[src/rtl/bcr_pkg.sv]
package bcr_pkg;
  localparam int WIN_AW = 16;
  localparam logic [WIN_AW-1:0] OFS_ID  = 16'h0000;
  localparam logic [WIN_AW-1:0] OFS_CLK = 16'h0004;
  localparam logic [WIN_AW-1:0] OFS_LED = 16'h0008;
  localparam logic [WIN_AW-1:0] OFS_SW  = 16'h000C;
  localparam logic [WIN_AW-1:0] OFS_CMD = 16'h0010;

  typedef enum logic [2:0] {
    SEL_ID, SEL_CLK, SEL_LED, SEL_SW, SEL_CMD, SEL_NONE
  } reg_sel_e;

  function automatic reg_sel_e decode_ofs(input logic [WIN_AW-1:0] ofs);
    case (ofs)
      OFS_ID:  return SEL_ID;
      OFS_CLK: return SEL_CLK;
      OFS_LED: return SEL_LED;
      OFS_SW:  return SEL_SW;
      OFS_CMD: return SEL_CMD;
      default: return SEL_NONE;
    endcase
  endfunction
endpackage

[src/rtl/bcr_sync.sv]
module bcr_sync #(
  parameter int W      = 8,
  parameter int STAGES = 2
) (
  input  logic         clk,
  input  logic         rst_n,
  input  logic [W-1:0] d_async,
  output logic [W-1:0] q_sync
);
  logic [W-1:0] stage_q [STAGES];

  generate
    for (genvar s = 0; s < STAGES; s++) begin : g_stage
      always_ff @(posedge clk) begin
        if (!rst_n) stage_q[s] <= '0;
        else if (s == 0) stage_q[s] <= d_async;
        else stage_q[s] <= stage_q[(s == 0) ? 0 : s-1];
      end
    end
  endgenerate

  assign q_sync = stage_q[STAGES-1];
endmodule

[src/rtl/bcr_regs.sv]
module bcr_regs
  import bcr_pkg::*;
#(
  parameter int          DATA_W   = 32,
  parameter int          LED_W    = 8,
  parameter int          SW_W     = 8,
  parameter logic [31:0] BUILD_ID = 32'h0927_2011,
  parameter int unsigned CLK_HZ   = 10_000_000
) (
  input  logic              clk,
  input  logic              rst_n,
  input  reg_sel_e          sel,
  input  logic              wen,
  input  logic              ren,
  input  logic [LED_W-1:0]  led_wdata,
  input  logic [SW_W-1:0]   sw_sync,
  output logic [LED_W-1:0]  led_q,
  output logic [DATA_W-1:0] rdata_q
);
  localparam int LED_PAD = DATA_W - LED_W;
  localparam int SW_PAD  = DATA_W - SW_W;

  logic [DATA_W-1:0] rd_mux;

  always_ff @(posedge clk) begin
    if (!rst_n) led_q <= '0;
    else if (wen && sel == SEL_LED) led_q <= led_wdata;
  end

  always_comb begin
    case (sel)
      SEL_ID:  rd_mux = DATA_W'(BUILD_ID);
      SEL_CLK: rd_mux = DATA_W'(CLK_HZ);
      SEL_LED: rd_mux = {{LED_PAD{1'b0}}, led_q};
      SEL_SW:  rd_mux = {{SW_PAD{1'b0}}, sw_sync};
      default: rd_mux = '0;
    endcase
  end

  always_ff @(posedge clk) begin
    if (!rst_n) rdata_q <= '0;
    else if (ren) rdata_q <= rd_mux;
  end

  // LED register only moves on a write to its own offset
  p_led_stable_r8: assert property (@(posedge clk) disable iff (!rst_n)
    !(wen && sel == SEL_LED) |=> $stable(led_q));

  // read data held between read strobes
  p_rdata_hold_r10: assert property (@(posedge clk) disable iff (!rst_n)
    !ren |=> $stable(rdata_q));

  // unmapped and command offsets read zero
  p_unmapped_zero_r5: assert property (@(posedge clk) disable iff (!rst_n)
    (ren && (sel == SEL_NONE || sel == SEL_CMD)) |=> rdata_q == '0);

  // build word
  p_build_id_r1: assert property (@(posedge clk) disable iff (!rst_n)
    (ren && sel == SEL_ID) |=> rdata_q == DATA_W'(BUILD_ID));
endmodule

[src/rtl/bcr_rstcmd.sv]
module bcr_rstcmd #(
  parameter int              DATA_W = 32,
  parameter logic [DATA_W-1:0] KEY  = 32'h0000_DEAD
) (
  input  logic              clk,
  input  logic              rst_n,
  input  logic              cmd_wr,
  input  logic [DATA_W-1:0] wdata,
  output logic              req_q
);
  always_ff @(posedge clk) begin
    if (!rst_n) req_q <= 1'b0;
    else req_q <= cmd_wr && (wdata == KEY);
  end

  // request lasts a single cycle
  p_req_one_cycle_r6: assert property (@(posedge clk) disable iff (!rst_n)
    req_q |=> !req_q);
endmodule

[src/rtl/brd_ctrl_regs.sv]
module brd_ctrl_regs
  import bcr_pkg::*;
#(
  parameter int          DATA_W      = 32,
  parameter int          LED_W       = 8,
  parameter int          SW_W        = 8,
  parameter int          SYNC_STAGES = 2,
  parameter logic [31:0] BUILD_ID    = 32'h0927_2011,
  parameter int unsigned CLK_HZ      = 10_000_000,
  parameter logic [31:0] RST_KEY     = 32'h0000_DEAD
) (
  input  logic              clk,
  input  logic              rst_n,
  input  logic [WIN_AW-1:0] bus_addr,
  input  logic              bus_wen,
  input  logic [DATA_W-1:0] bus_wdata,
  input  logic              bus_ren,
  output logic [DATA_W-1:0] bus_rdata,
  input  logic [SW_W-1:0]   dip_in,
  output logic [LED_W-1:0]  led_out,
  output logic              board_rst_req
);
  reg_sel_e        sel;
  logic [SW_W-1:0] sw_sync;

  assign sel = decode_ofs(bus_addr);

  bcr_sync #(.W(SW_W), .STAGES(SYNC_STAGES)) u_sync (
    .clk(clk), .rst_n(rst_n), .d_async(dip_in), .q_sync(sw_sync)
  );

  bcr_regs #(
    .DATA_W(DATA_W), .LED_W(LED_W), .SW_W(SW_W),
    .BUILD_ID(BUILD_ID), .CLK_HZ(CLK_HZ)
  ) u_regs (
    .clk(clk), .rst_n(rst_n), .sel(sel), .wen(bus_wen), .ren(bus_ren),
    .led_wdata(bus_wdata[LED_W-1:0]), .sw_sync(sw_sync),
    .led_q(led_out), .rdata_q(bus_rdata)
  );

  bcr_rstcmd #(.DATA_W(DATA_W), .KEY(DATA_W'(RST_KEY))) u_cmd (
    .clk(clk), .rst_n(rst_n), .cmd_wr(bus_wen && sel == SEL_CMD),
    .wdata(bus_wdata), .req_q(board_rst_req)
  );

  // a request only follows an exact key write at the command offset
  p_req_cause_r7: assert property (@(posedge clk) disable iff (!rst_n)
    board_rst_req |-> $past(bus_wen && bus_addr == OFS_CMD
                            && bus_wdata == DATA_W'(RST_KEY)));
endmodule

[config.mk]
export PLATFORM = sky130hd
export DESIGN_NAME = brd_ctrl_regs
export DESIGN_NICKNAME = d
export VERILOG_FILES = /design/src/rtl/bcr_pkg.sv /design/src/rtl/bcr_sync.sv /design/src/rtl/bcr_regs.sv /design/src/rtl/bcr_rstcmd.sv /design/src/rtl/brd_ctrl_regs.sv
export SDC_FILE = /design/constraint.sdc
export NUM_CORES = 1
export LEC_CHECK = 0
export CORE_AREA = 2 2 67 69
export DETAILED_ROUTE_END_ITERATION = 8
export DIE_AREA = 0 0 69 71
export GPL_TIMING_DRIVEN = 0
export PLACE_DENSITY = 0.82
export SKIP_LAST_GASP = 1
export SLEW_MARGIN = 20
export SYNTH_ARGS = -nofsm -noshare
export SYNTH_HDL_FRONTEND = slang
export SYNTH_SLANG_ARGS = --single-unit
[constraint.sdc]
create_clock -name clk -period 2.3 [get_ports clk]
set_input_delay 0.345 -clock clk [delete_from_list [all_inputs] [get_ports clk]]
set_output_delay 0.345 -clock clk [all_outputs]
set_load 0.005 [all_outputs]
==> flow_summary.yaml <==
run_status:
  run_status: "finished clean"
detailed_routing:
  wl_per_cell_um: 11.78
  top_layer_used: "met4"
  met2_length_um: 1975
  wl_met3_um: 365
  ant_nets: 0
  routed_via_density: 4.551
  wl_um: 4065
  firstDrtPassIters: 4
  drc: 0
  drt-initial-drc-count: 67
  vias: 1570
  wirelength_met1_um: 1608
global_routing:
  grt.total_usage: 0.1761
  grt_max_degree: 12
  grt.overflow.total: 0
  grt_pass1_vias: 1527
  antenna_found_initial: 0
  grt_pass1_wl_um: 6893
yosys:
  synth_cells: 187
  netlist_area_um2: 1572
  ys_ff_latch: 35
  netlist.area_leader.share: 0.4459
  ys_types: 27
  yosys_warnings: 0
  yosys.area.top_type: "dfxtp_1"
  avgSynthCellArea_um2: 8.404
  yosys-top-cells-area: "dfxtp_1, buf_4, and2_1, nand2_1, o21ai_0"
  ys_seq_area_frac: 0.4459
clock_network:
  clk_latency_ns: 0.29
  cts_tree: "built"
  cts_hold_buf: 0
  numCtsBuffers: 5
  cts_root_buf: "clkbuf_8"
  cts_setup_buffers: 0
  htreeDepth: 2
  cts_resized: 0
  cts_buffer_depth: 2
  clkTransAtPathRegs_ns: 0.07
  clock_sinks: 35
job:
  drv_cap: 0
place:
  place_hpwl_um: 3309
  io_buffers: 89
  post-place-cells: 337
  gp_congestion: 0.7432
worst_setup_path:
  max_stage_delay_ns: 0.53
  crit_arrival_ns: 1.90
  critPathCaptureType: "flip-flop"
  crit_chain: "clkdlybuf4s50_1, nor4_1, nand4_1, o21ai_0, a21oi_1"
  crit_slowest_cell: "clkdlybuf4s50_1"
  critPathKind: "in2reg"
  crit_fanout: 8
  crit_required_ns: 2.48
  cp-start-kind: "input pin"
floorplanning:
  die_w_um: 69
  rows: 24
  num_io_pins: 101
  core-area_um2: 4204
  die_area_um2: 4899
  die_h_um: 71
  initial_core_util: 0.3738
sta:
  period_needed_ns: 1.723
  fin_crit_sh: 0.7491
  tns_ns: 0
  slew_viol_final: 0
  whs_ns: 0.4336
  fmax_mhz: 580.4
  setup_viol: 0
  skew_ns: 0.004526
  finalHoldViolCount: 0
  grt_setup_unrepaired: "no"
  max_slew.worst_pin.slew_ns: 0.5693
  slew_headroom: 0.6191
finish:
  layout.cells.non_filler: 345
  layout_common_cells: "clkdlybuf4s50_1, dfxtp_1, nand2_1"
  antenna_cells: 0
  final_common_cell: "clkdlybuf4s50_1"
  layout-drive-gt1-share: 0.1229
  area_delta_synth_final_pct: 68.31
  utilization: 0.6292
  nets: 352
power_and_ir_drop:
  p_sw_w: 0.0002735
  p_sw_frac: 0.2250
  seqPwrFrac: 0.511
  p_total_w: 0.001216
  cellPowerDensity_nw_per_um2: 459.6
  p_clk_frac: 0.345
  power.internal_w: 0.0009420
  leakagePower_nw: 0.9891
  ir_worst_vdd_v: 0.0004097
  power_frac_comb: 0.144
hold_path:
  min_path_type: "reg2reg"
cell families after synthesis:
family,after synthesis,synth area share
simple gates,84,0.2986
compound gates,35,0.1218
flops,35,0.4459
buf+inv,32,0.1314
other cells,1,0.002386
state kept, by name, indices dropped and copies added (netlist names):
name / flops
u_sync.stage_q: 16
u_regs.rdata_q: 10
u_regs.led_q: 8
u_cmd.req_q: 1
path summary, 6_finish.rpt:
| kind | from | to | slack, ns | depth (start not counted) |
|---|---|---|---|---|
| hold reg to reg | u_sync.stage_q[0][1] | u_sync.stage_q[1][1] | 0.43 | 1 |
| setup reg to reg | u_sync.stage_q[1][7] | u_regs.rdata_q[7] | 1.42 | 4 |
| setup / recovery | bus_addr[4] | u_regs.led_q[1] | 0.58 | 5 |
| hold / removal | u_sync.stage_q[0][1] | u_sync.stage_q[1][1] | 0.43 | 1 |
synth_stat cells:
cell type / n
nand3_1: 10
o21ai_0: 12
a22o_1: 1
nand4b_1: 1
nand3_4: 1
o21ai_1: 8
nor2b_1: 1
inv_1: 2
a21oi_1: 10
o31ai_2: 1
dfxtp_1: 35
conb_1: 1
inv_2: 1
and2_1: 17
nor4_2: 2
nand2_1: 26
nand2b_1: 8
o211ai_1: 1
and4_1: 1
a31oi_1: 2
nor4_1: 5
nand4_1: 4
clkbuf_1: 6
nor3_1: 5
buf_4: 23
nor2_1: 2
nor4bb_1: 1
layout make-up:
type / instances / area, um2
Fill cell: 383 / 1559
Clock inverter: 3 / 15.01
Sequential cell: 35 / 700.7
Clock buffer: 5 / 68.82
Tap cell: 52 / 65.06
Inverter: 3 / 11.26
Timing Repair Buffer: 89 / 890.9
Buffer: 29 / 195.2
Multi-Input combinational cell: 129 / 698.2
power by group through the flow:
stage          clock network, W  logic (W)  registers, W
2_1_floorplan                 0  0.0000574      0.000634
3_3_place_gp                  0   0.000171      0.000635
3_5_place_dp                  0   0.000173      0.000635
4_1_cts                0.000425   0.000174      0.000621
5_1_grt                0.000456   0.000190      0.000622
6_report               0.000420   0.000174      0.000621
layer usage:
layer | vias up | global-route usage
li1 | 814 | -
met1 | 676 | 0.1998
met2 | 67 | 0.2885
met3 | 13 | 0.07692
met4 | 0 | 0.07843
met5 | - | 0
critical path, delay by kind of cell:
| family | cells | cell delay, ns |
|---|---|---|
| simple gates | 2 | 0.64 |
| compound gates | 2 | 0.38 |
| buf+inv | 1 | 0.53 |
per-stage QoR:
step	worst slack, ns	instance area (um2)
after detailed placement	0.2759	2561
final	0.5771	2645
after CTS	0.5638	2645
after global routing	0.3428	2645
after global placement	0.3126	2561
after floorplan	0.9097	1605
Note: power is estimated with default switching activity, not from simulation.
